==> config.mk <==
export PLATFORM = sky130hd
export DESIGN_NAME = lvl_irq_ack_ctrl
export DESIGN_NICKNAME = d
export VERILOG_FILES = /design/src/rtl/lia_pkg.sv /design/src/rtl/icu_flag_bank.sv /design/src/rtl/icu_cfg_regs.sv /design/src/rtl/icu_arbiter.sv /design/src/rtl/lvl_irq_ack_ctrl.sv
export SDC_FILE = /design/constraint.sdc
export NUM_CORES = 1
export LEC_CHECK = 0
export BUFFER_PORTS_ARGS = -buffer_cell sky130_fd_sc_hd__buf_2
export CORE_UTILIZATION = 34
export CTS_CLUSTER_SIZE = 8
export DETAILED_ROUTE_END_ITERATION = 6
export MAX_ROUTING_LAYER = met4
export SLEW_MARGIN = 20
export SYNTH_ARGS = -nofsm -noshare
export SYNTH_HDL_FRONTEND = slang
export SYNTH_SLANG_ARGS = --single-unit
==> constraint.sdc <==
create_clock -name clk -period 95.1 [get_ports clk]
set_input_delay 4.755 -clock clk [delete_from_list [all_inputs] [get_ports clk]]
set_output_delay 4.755 -clock clk [all_outputs]
set_load 0.05 [all_outputs]
==> src/rtl/lia_pkg.sv <==
package lia_pkg;

    localparam int NUM_SRC  = 64;
    localparam int SRC_W    = $clog2(NUM_SRC);
    localparam int LIVE_LO  = 8;
    localparam int LIVE_HI  = 26;
    localparam int NUM_LIVE = LIVE_HI - LIVE_LO + 1;
    localparam int LVL_W    = 3;
    localparam int PRI_W    = 3;
    localparam int ADDR_W   = SRC_W + 1;
    localparam int VEC_W    = 8;
    localparam int VEC_BASE = 128;
    localparam logic [VEC_W-1:0] SPUR_VEC = 8'h18;

    typedef struct packed {
        logic [LVL_W-1:0] lvl;
        logic [PRI_W-1:0] pri;
    } lp_t;

    typedef struct packed {
        logic             hit;
        logic [SRC_W-1:0] src;
        lp_t              lp;
    } win_t;

    typedef enum logic [ADDR_W-1:0] {
        ADR_FLAG = 'd0,
        ADR_MASK = 'd1,
        ADR_STAT = 'd2
    } reg_adr_e;

    function automatic logic src_is_live(input int s);
        return (s >= LIVE_LO) && (s <= LIVE_HI);
    endfunction

    function automatic logic [VEC_W-1:0] vec_of(input win_t w);
        return w.hit ? VEC_W'(VEC_BASE + int'(w.src)) : SPUR_VEC;
    endfunction

endpackage

==> src/rtl/icu_flag_bank.sv <==
module icu_flag_bank
    import lia_pkg::*;
#(
    parameter int NSRC = NUM_SRC,
    parameter int LO   = LIVE_LO,
    parameter int HI   = LIVE_HI,
    localparam int NL  = HI - LO + 1
) (
    input  logic            clk,
    input  logic            rst,
    input  logic [NL-1:0]   evt,
    input  logic            rd_flags,
    input  logic            clr_en,
    input  logic [NL-1:0]   clr_data,
    output logic [NSRC-1:0] flags_o
);

    logic [NSRC-1:0] armed;
    logic [NSRC-1:0] clr_req;

    for (genvar s = 0; s < NSRC; s++) begin : g_src
        if (s >= LO && s <= HI) begin : g_live
            logic f_q, a_q, clr_ok;
            assign clr_req[s] = clr_en & clr_data[s-LO];
            assign clr_ok     = clr_req[s] & a_q & f_q;
            always_ff @(posedge clk) begin
                if (rst) begin
                    f_q <= 1'b0;
                    a_q <= 1'b0;
                end else begin
                    f_q <= (f_q & ~clr_ok) | evt[s-LO];
                    a_q <= (a_q | (rd_flags & f_q)) & ~clr_ok;
                end
            end
            assign flags_o[s] = f_q;
            assign armed[s]   = a_q;
        end else begin : g_dead
            assign clr_req[s] = 1'b0;
            assign flags_o[s] = 1'b0;
            assign armed[s]   = 1'b0;
        end
    end

    // a set flag falls only when a clear was requested for it
    a_r3_sticky: assert property (@(posedge clk) disable iff (rst)
        ($past(flags_o) & ~flags_o & ~$past(clr_req)) == '0);

    // a flag never falls unless it was armed by a read
    a_r4_needs_arm: assert property (@(posedge clk) disable iff (rst)
        ($past(flags_o & ~armed) & ~flags_o) == '0);

endmodule

==> src/rtl/icu_cfg_regs.sv <==
module icu_cfg_regs
    import lia_pkg::*;
#(
    parameter int NSRC = NUM_SRC,
    parameter int LO   = LIVE_LO,
    parameter int HI   = LIVE_HI,
    localparam int AW  = $clog2(NSRC) + 1
) (
    input  logic                clk,
    input  logic                rst,
    input  logic                wr_en,
    input  logic [AW-1:0]       wr_addr,
    input  logic [NSRC-1:0]     wr_data,
    output logic [NSRC-1:0]     mask_o,
    output lp_t  [NSRC-1:0]     cfg_o
);

    logic mask_wr, cfg_wr;
    logic unused_wr_bits;

    assign mask_wr        = wr_en && (wr_addr == AW'(ADR_MASK));
    assign cfg_wr         = wr_en && wr_addr[AW-1];
    assign unused_wr_bits = ^wr_data;

    for (genvar s = 0; s < NSRC; s++) begin : g_src
        if (s >= LO && s <= HI) begin : g_live
            logic m_q;
            lp_t  c_q;
            always_ff @(posedge clk) begin
                if (rst) begin
                    m_q <= 1'b1;
                    c_q <= '0;
                end else begin
                    if (mask_wr) m_q <= wr_data[s];
                    if (cfg_wr && (wr_addr[AW-2:0] == (AW-1)'(s)))
                        c_q <= lp_t'(wr_data[LVL_W+PRI_W-1:0]);
                end
            end
            assign mask_o[s] = m_q;
            assign cfg_o[s]  = c_q;
        end else begin : g_dead
            assign mask_o[s] = 1'b0;
            assign cfg_o[s]  = '0;
        end
    end

endmodule

==> src/rtl/icu_arbiter.sv <==
module icu_arbiter
    import lia_pkg::*;
#(
    parameter int NSRC = NUM_SRC
) (
    input  logic [NSRC-1:0] req,
    input  lp_t  [NSRC-1:0] cfg,
    input  logic            filt_en,
    input  logic [LVL_W-1:0] filt_lvl,
    output win_t            win
);

    // ascending scan with strict compare: equal keys keep the lower source
    always_comb begin
        win = '0;
        for (int s = 0; s < NSRC; s++) begin
            if (req[s] && (!filt_en || cfg[s].lvl == filt_lvl) &&
                (!win.hit || cfg[s] > win.lp)) begin
                win.hit = 1'b1;
                win.src = SRC_W'(s);
                win.lp  = cfg[s];
            end
        end
    end

endmodule

==> src/rtl/lvl_irq_ack_ctrl.sv <==
module lvl_irq_ack_ctrl
    import lia_pkg::*;
#(
    parameter int NSRC = NUM_SRC,
    parameter int LO   = LIVE_LO,
    parameter int HI   = LIVE_HI,
    localparam int NL  = HI - LO + 1,
    localparam int AW  = $clog2(NSRC) + 1
) (
    input  logic              clk,
    input  logic              rst,
    input  logic [NL-1:0]     src_evt,
    input  logic              rd_en,
    input  logic [AW-1:0]     rd_addr,
    output logic [NSRC-1:0]   rd_data,
    input  logic              wr_en,
    input  logic [AW-1:0]     wr_addr,
    input  logic [NSRC-1:0]   wr_data,
    input  logic              ack_req,
    input  logic [LVL_W-1:0]  ack_lvl,
    output logic              ack_vld,
    output logic [VEC_W-1:0]  ack_vec,
    output logic [LVL_W-1:0]  irq_lvl
);

    logic [NSRC-1:0] flags, mask, req;
    lp_t  [NSRC-1:0] cfg;
    win_t            win;
    lp_t             stat_q;
    logic [LVL_W-1:0] top_lvl;
    logic [NSRC-1:0] rd_mux;

    icu_flag_bank #(.NSRC(NSRC), .LO(LO), .HI(HI)) u_flags (
        .clk      (clk),
        .rst      (rst),
        .evt      (src_evt),
        .rd_flags (rd_en && (rd_addr == AW'(ADR_FLAG))),
        .clr_en   (wr_en && (wr_addr == AW'(ADR_FLAG))),
        .clr_data (wr_data[HI:LO]),
        .flags_o  (flags)
    );

    icu_cfg_regs #(.NSRC(NSRC), .LO(LO), .HI(HI)) u_cfg (
        .clk     (clk),
        .rst     (rst),
        .wr_en   (wr_en),
        .wr_addr (wr_addr),
        .wr_data (wr_data),
        .mask_o  (mask),
        .cfg_o   (cfg)
    );

    for (genvar s = 0; s < NSRC; s++) begin : g_req
        assign req[s] = flags[s] & ~mask[s] & (cfg[s].lvl != '0);
    end

    icu_arbiter #(.NSRC(NSRC)) u_arb (
        .req      (req),
        .cfg      (cfg),
        .filt_en  (ack_lvl != '0),
        .filt_lvl (ack_lvl),
        .win      (win)
    );

    always_comb begin
        top_lvl = '0;
        for (int s = 0; s < NSRC; s++)
            if (req[s] && cfg[s].lvl > top_lvl) top_lvl = cfg[s].lvl;
    end

    always_comb begin
        rd_mux = '0;
        if (rd_addr[AW-1])                   rd_mux = NSRC'(cfg[rd_addr[AW-2:0]]);
        else if (rd_addr == AW'(ADR_FLAG))   rd_mux = flags;
        else if (rd_addr == AW'(ADR_MASK))   rd_mux = mask;
        else if (rd_addr == AW'(ADR_STAT))   rd_mux = NSRC'(stat_q);
    end

    always_ff @(posedge clk) begin
        if (rst) begin
            rd_data <= '0;
            stat_q  <= '0;
            ack_vld <= 1'b0;
            ack_vec <= '0;
            irq_lvl <= '0;
        end else begin
            if (rd_en) rd_data <= rd_mux;
            ack_vld <= ack_req;
            if (ack_req) begin
                ack_vec <= vec_of(win);
                stat_q  <= win.hit ? win.lp : '0;
            end
            irq_lvl <= top_lvl;
        end
    end

    // a level acknowledge that found a winner reports the asked level
    a_r6_level_match: assert property (@(posedge clk) disable iff (rst)
        (ack_req && ack_lvl != '0) |=> (ack_vec == SPUR_VEC || stat_q.lvl == $past(ack_lvl)));

    // returned vectors stay in the live source range or are spurious
    a_r6_vec_range: assert property (@(posedge clk) disable iff (rst)
        ack_vld |-> (ack_vec == SPUR_VEC ||
                     (ack_vec >= VEC_W'(VEC_BASE + LO) && ack_vec <= VEC_W'(VEC_BASE + HI))));

    // a spurious answer leaves the status word at zero
    a_r8_spur_stat: assert property (@(posedge clk) disable iff (rst)
        (ack_vld && ack_vec == SPUR_VEC) |-> stat_q == '0);

    // status holds when no acknowledge is taken
    a_r9_stat_hold: assert property (@(posedge clk) disable iff (rst)
        !ack_req |=> $stable(stat_q));

    // no requests one cycle ago means no level now
    a_r10_idle_lvl: assert property (@(posedge clk) disable iff (rst)
        !$past(|req) |-> irq_lvl == '0);

endmodule

==> impl.org <==
** Status
- The flow ran to the end, and the final reports show no timing, DRC or antenna violations.

** Worst setup path
- Setup slack on the worst reg-to-reg path comes out at 57.43 ns.
- Critical R2R Capture :: stat_q[4]
- Depth of the worst register-to-register path :: ~180
- Library cell appearing most often on the critical path :: ha_1
- The largest single stage delay on the critical path is roughly 0.63 ns.
- The worst setup path is of the in2reg kind.
- Required time of the critical path :: 95.61 ns
- Data arrives at the worst endpoint at 42.93 ns.
- Type of element launching the critical path :: primary input
- Critical Path Sink :: stat_q[4]
- Critical path's slowest cell :: a2111oi_0
- The worst register-to-register path begins at u_cfg.cfg_o[53].
- Largest fanout on the critical path :: 27
- The worst setup path is captured at a flop.
- In this run the worst setup path begins at ack_lvl[2].

** Logic synthesis
- Prevailing post-synth register cell :: dfxtp_1
- Unique cell type count in the Yosys netlist :: 116
- Number of enable flip-flop cells after synthesis :: 0
- Simple-Gate Fraction of Synth Area :: between 10% and 20%
- Post-Synth Adder-Cell Area :: 9.72%
- Post-synthesis sequential area ratio :: 23.0%
- Synthesis produced 2337 cells.
- By area, the combinational part of the netlist is dominated by compound AO/OA/AOI/OAI gates.
- #FFs+latches synth :: 212
- Cell area after synthesis :: 18500 sq um
- Synthesized-area fraction occupied by xor and xnor cells :: 1.61%
- Total of warnings raised by yosys :: 0
- Measured against the total synthesized area, the mux share comes to 15.3%.
- After synthesis, the share of flip-flops with an asynchronous set or reset is 0%.
- Summing the areas of all compound-gate instances in the mapped netlist gives 22.8% of the synthesized area.
- Dividing the synthesized area by the synthesized cell count gives 7.91 sq um.

** Clock tree
- Buffer cell driving the clock tree root :: clkbuf_16
- Number of sinks handled by clock tree synthesis :: 212
- Gates resized during post-CTS repair numbered 0.
- Postcts setup bufs :: 0
- TritonCTS created 30 clock buffers.
- After clock tree synthesis, the flow added hold-fix buffers numbering 0.
- Clock Latency Late Sink :: 0.57 ns
- CTS H-Tree Depth :: 1
- After clock tree synthesis, the clock-pin slew on the worst setup and hold paths is 0.05 ns.
- Clock tree from TritonCTS :: done
- The clock passes through at most 3 buffers.

** STA
- Worst Skew :: approximately 0.016 ns
- In the finished design, the share of the clock period the worst path needs comes to 44.6%.
- Setup slack closes at approximately 53 ns.
- Max Clk Rate :: 0.0236 GHz
- Setup violations remaining at the end of the flow were counted as 0.
- Slew at the pin closest to its max-slew limit :: 1.15 ns
- Fin Setup TNS :: 0 ns
- Headroom to the max-slew limit came out at 22.9%.
- Setup repair after global routing left no endpoint under its margin.
- Max Transition Viols Final :: 0
- Final Hold Fails :: 0
- The worst path needs 42.43 ns of the cycle, external delays included.

** Global route
- met2 is the most crowded layer.
- In the global route stage, met1 resource usage came out at 28.1%.
- Global routing used 34.5% of the available met2 tracks.
- Aggregate global routing overflow :: 0
- First-pass GRT wire length :: 93.5 mm
- Via count of the first global-routing pass :: 16659
- Global-route total usage across every layer :: between 20 and 25%
- For met3 alone, demand over resource in global routing was 2.61%.
- Initial antenna violation count :: 10
- Entering global routing, the biggest net connects 117 pins.

** Drt
- In the final routed layout, each cell accounts on average for 19.6 um.
- Iter 0 DRT Violations :: 1416
- Using the TritonRoute via totals, the vias-per-cell ratio works out to 5.72.
- Detail Route Antenna Nets :: 0
- Number of remaining DRC errors :: 0
- The routed layout has 17416 vias.
- Post-detailed-routing wire length :: 59.7 mm
- The first detailed-routing pass took 6 iterations.

** Pwr
- Gate power share :: 9.3%
- Switching power :: 0.0560 mW
- For this design the static power due to leakage is 7.82 nW.
- Sequential fraction of design power :: 43.8%
- Cell Pwr Density :: 10.4 nW/um^2
- IR drop worst, VDD :: ~13 uV
- Power Internal :: 0.152 mW
- The share of total power dissipated in the clock network is between 40 and 50%.
- Net switching is between 20% and 30% of the power.

** Placed design
- After legalization and detailed placement, the total HPWL measured 44.0 mm.
- Routability-driven placement finished with a final weighted congestion of 0.923.
- Port Buf Inserts :: 100
- Cell area after placement :: 19200 sq um
- Post-place setup slack :: 52.66 ns

** Floorplan
- Starting density of the core :: roughly 34%
- The core region is 53800 sq um.
- The die covers 55300 sq um.
- During I/O placement, the number of pins put on the boundary was around 180.
- From bottom edge to top edge, the die measures 235 um.
- The die is 235 um wide.
- After floorplanning, the core was divided into 85 placement rows.

** Worst hold path
- Worst min-delay path class :: reg2reg

** Finish
- In the final design database the tool counted 2589 nets.
- The area growth from synthesis to layout is 8.34%.
- Final design instance area without fill :: around 20000 sq um
- Ratio of cells with drive above 1 in the final layout :: approximately an eighth

** Run
- The tool flagged a number of max-cap violations equal to 0.
==> critical path: cells and delay by family <==
family / cells / cell delay (ns)
AOI/OAI and AO/OA: 84 / 18.36
adders and majority gates: 18 / 4.95
buffers and inverters: 16 / 2.51
muxes: 12 / 4.06
and+or+nand+nor: 47 / 8.24
==> Yosys cell counts (30+ instances only) <==
master / number / share of area (%)
nor2_1: 284 / 5.8
dfxtp_1: 212 / 23
inv_1: 204 / 4.1
mux2i_1: 165 / 8.9
a21oi_1: 161 / 4.4
ha_1: 142 / 9.6
nand2_1: 128 / 2.6
o21ai_0: 98 / 2.7
clkbuf_1: 89 / 1.8
nand3_1: 80 / 2.2
nand2b_1: 55 / 1.9
a31oi_1: 50 / 1.7
buf_4: 49 / 2.0
mux2_2: 49 / 3.0
a21o_1: 37 / 1.5
nor2b_1: 30 / 1.0
==> power by group through the flow <==
stage                     clock network, mW  registers (mW)  logic (mW)
after floorplan                           0          0.0933      0.0146
after global placement                    0          0.0930      0.0188
after detailed placement                  0          0.0931      0.0191
after CTS                            0.0986          0.0912      0.0192
after global routing                  0.102          0.0914      0.0205
final                                0.0977          0.0913      0.0194
==> area by class of cell <==
| type | count | area (sq um) |
|---|---|---|
| inverters | 206 | 773 |
| flip-flops and latches | 212 | 4240 |
| fillers | 5557 | 33800 |
| well taps | 696 | 871 |
| multi-input cells | 1778 | 12700 |
| clock buffers | 34 | 797 |
| diodes | 7 | 17.5 |
| repair buffers | 114 | 612 |
==> sequential cells by signal (all words and copies together), names as in the netlist <==
name                      cells
u_cfg.g_src.g_live.m_q       19
ack_vld                       1
u_flags.g_src.g_live.f_q     19
rd_data                      25
u_flags.g_src.g_live.a_q     19
u_cfg.cfg_o                 114
irq_lvl                       3
ack_vec                       6
stat_q                        6
==> layout by cell type, fill, tap and decap left out, types with 37 or more instances in the layout <==
master and instances:
a21o_1 37, a21oi_1 161, a31oi_1 50, buf_2 99, conb_1 41, dfxtp_1 212, ha_1 142, inv_1 204
mux2_2 49, mux2i_1 165, nand2_1 128, nand2b_1 55, nand3_1 80, nor2_1 283, o21ai_0 98
==> cells by family (layout without fill, tap and decap cells) <==
logic type | after synthesis | in the layout
flops | 212 | 212
fa+ha+maj | 144 | 144
other cells | 1 | 48
mux | 244 | 244
buf+inv | 387 | 354
xor+xnor | 34 | 34
compound gates | 602 | 602
simple gates | 713 | 713
==> how the worst min path moves through the flow <==
| stage | from | to | slack [ns] | cells after the start |
|---|---|---|---|---|
| global placement | ack_vec[1] | ack_vec[1] | 0.45 | 1 |
| floorplan | u_cfg.cfg_o[96] | u_cfg.cfg_o[96] | 0.45 | 2 |
| CTS | ack_vec[1] | ack_vec[1] | 0.47 | 1 |
| finish | ack_vec[1] | ack_vec[1] | 0.47 | 1 |
| global route | ack_vec[1] | ack_vec[1] | 0.49 | 1 |
| detailed placement | ack_vec[1] | ack_vec[1] | 0.45 | 1 |
==> layer usage <==
metal / up-vias / share of wire, %
li1: 8332 / -
met1: 8424 / 45
met2: 575 / 45
met3: 85 / 6.6
met4: 0 / 2.7
met5: - / 0
==> stage by stage <==
stage / total power, mW / util [%] / hold slack, ns / cells
after global routing: 0.214 / 37.2 / 0.492 / 3045
after floorplan: 0.108 / - / 0.446 / 2377
after detailed placement: 0.112 / 35.7 / 0.451 / 3006
after CTS: 0.209 / 37.2 / 0.469 / 3040
after global placement: 0.112 / 35.7 / 0.447 / 3006
final: 0.208 / 37.2 / 0.467 / 3047
(Power assumes the default switching activity.)
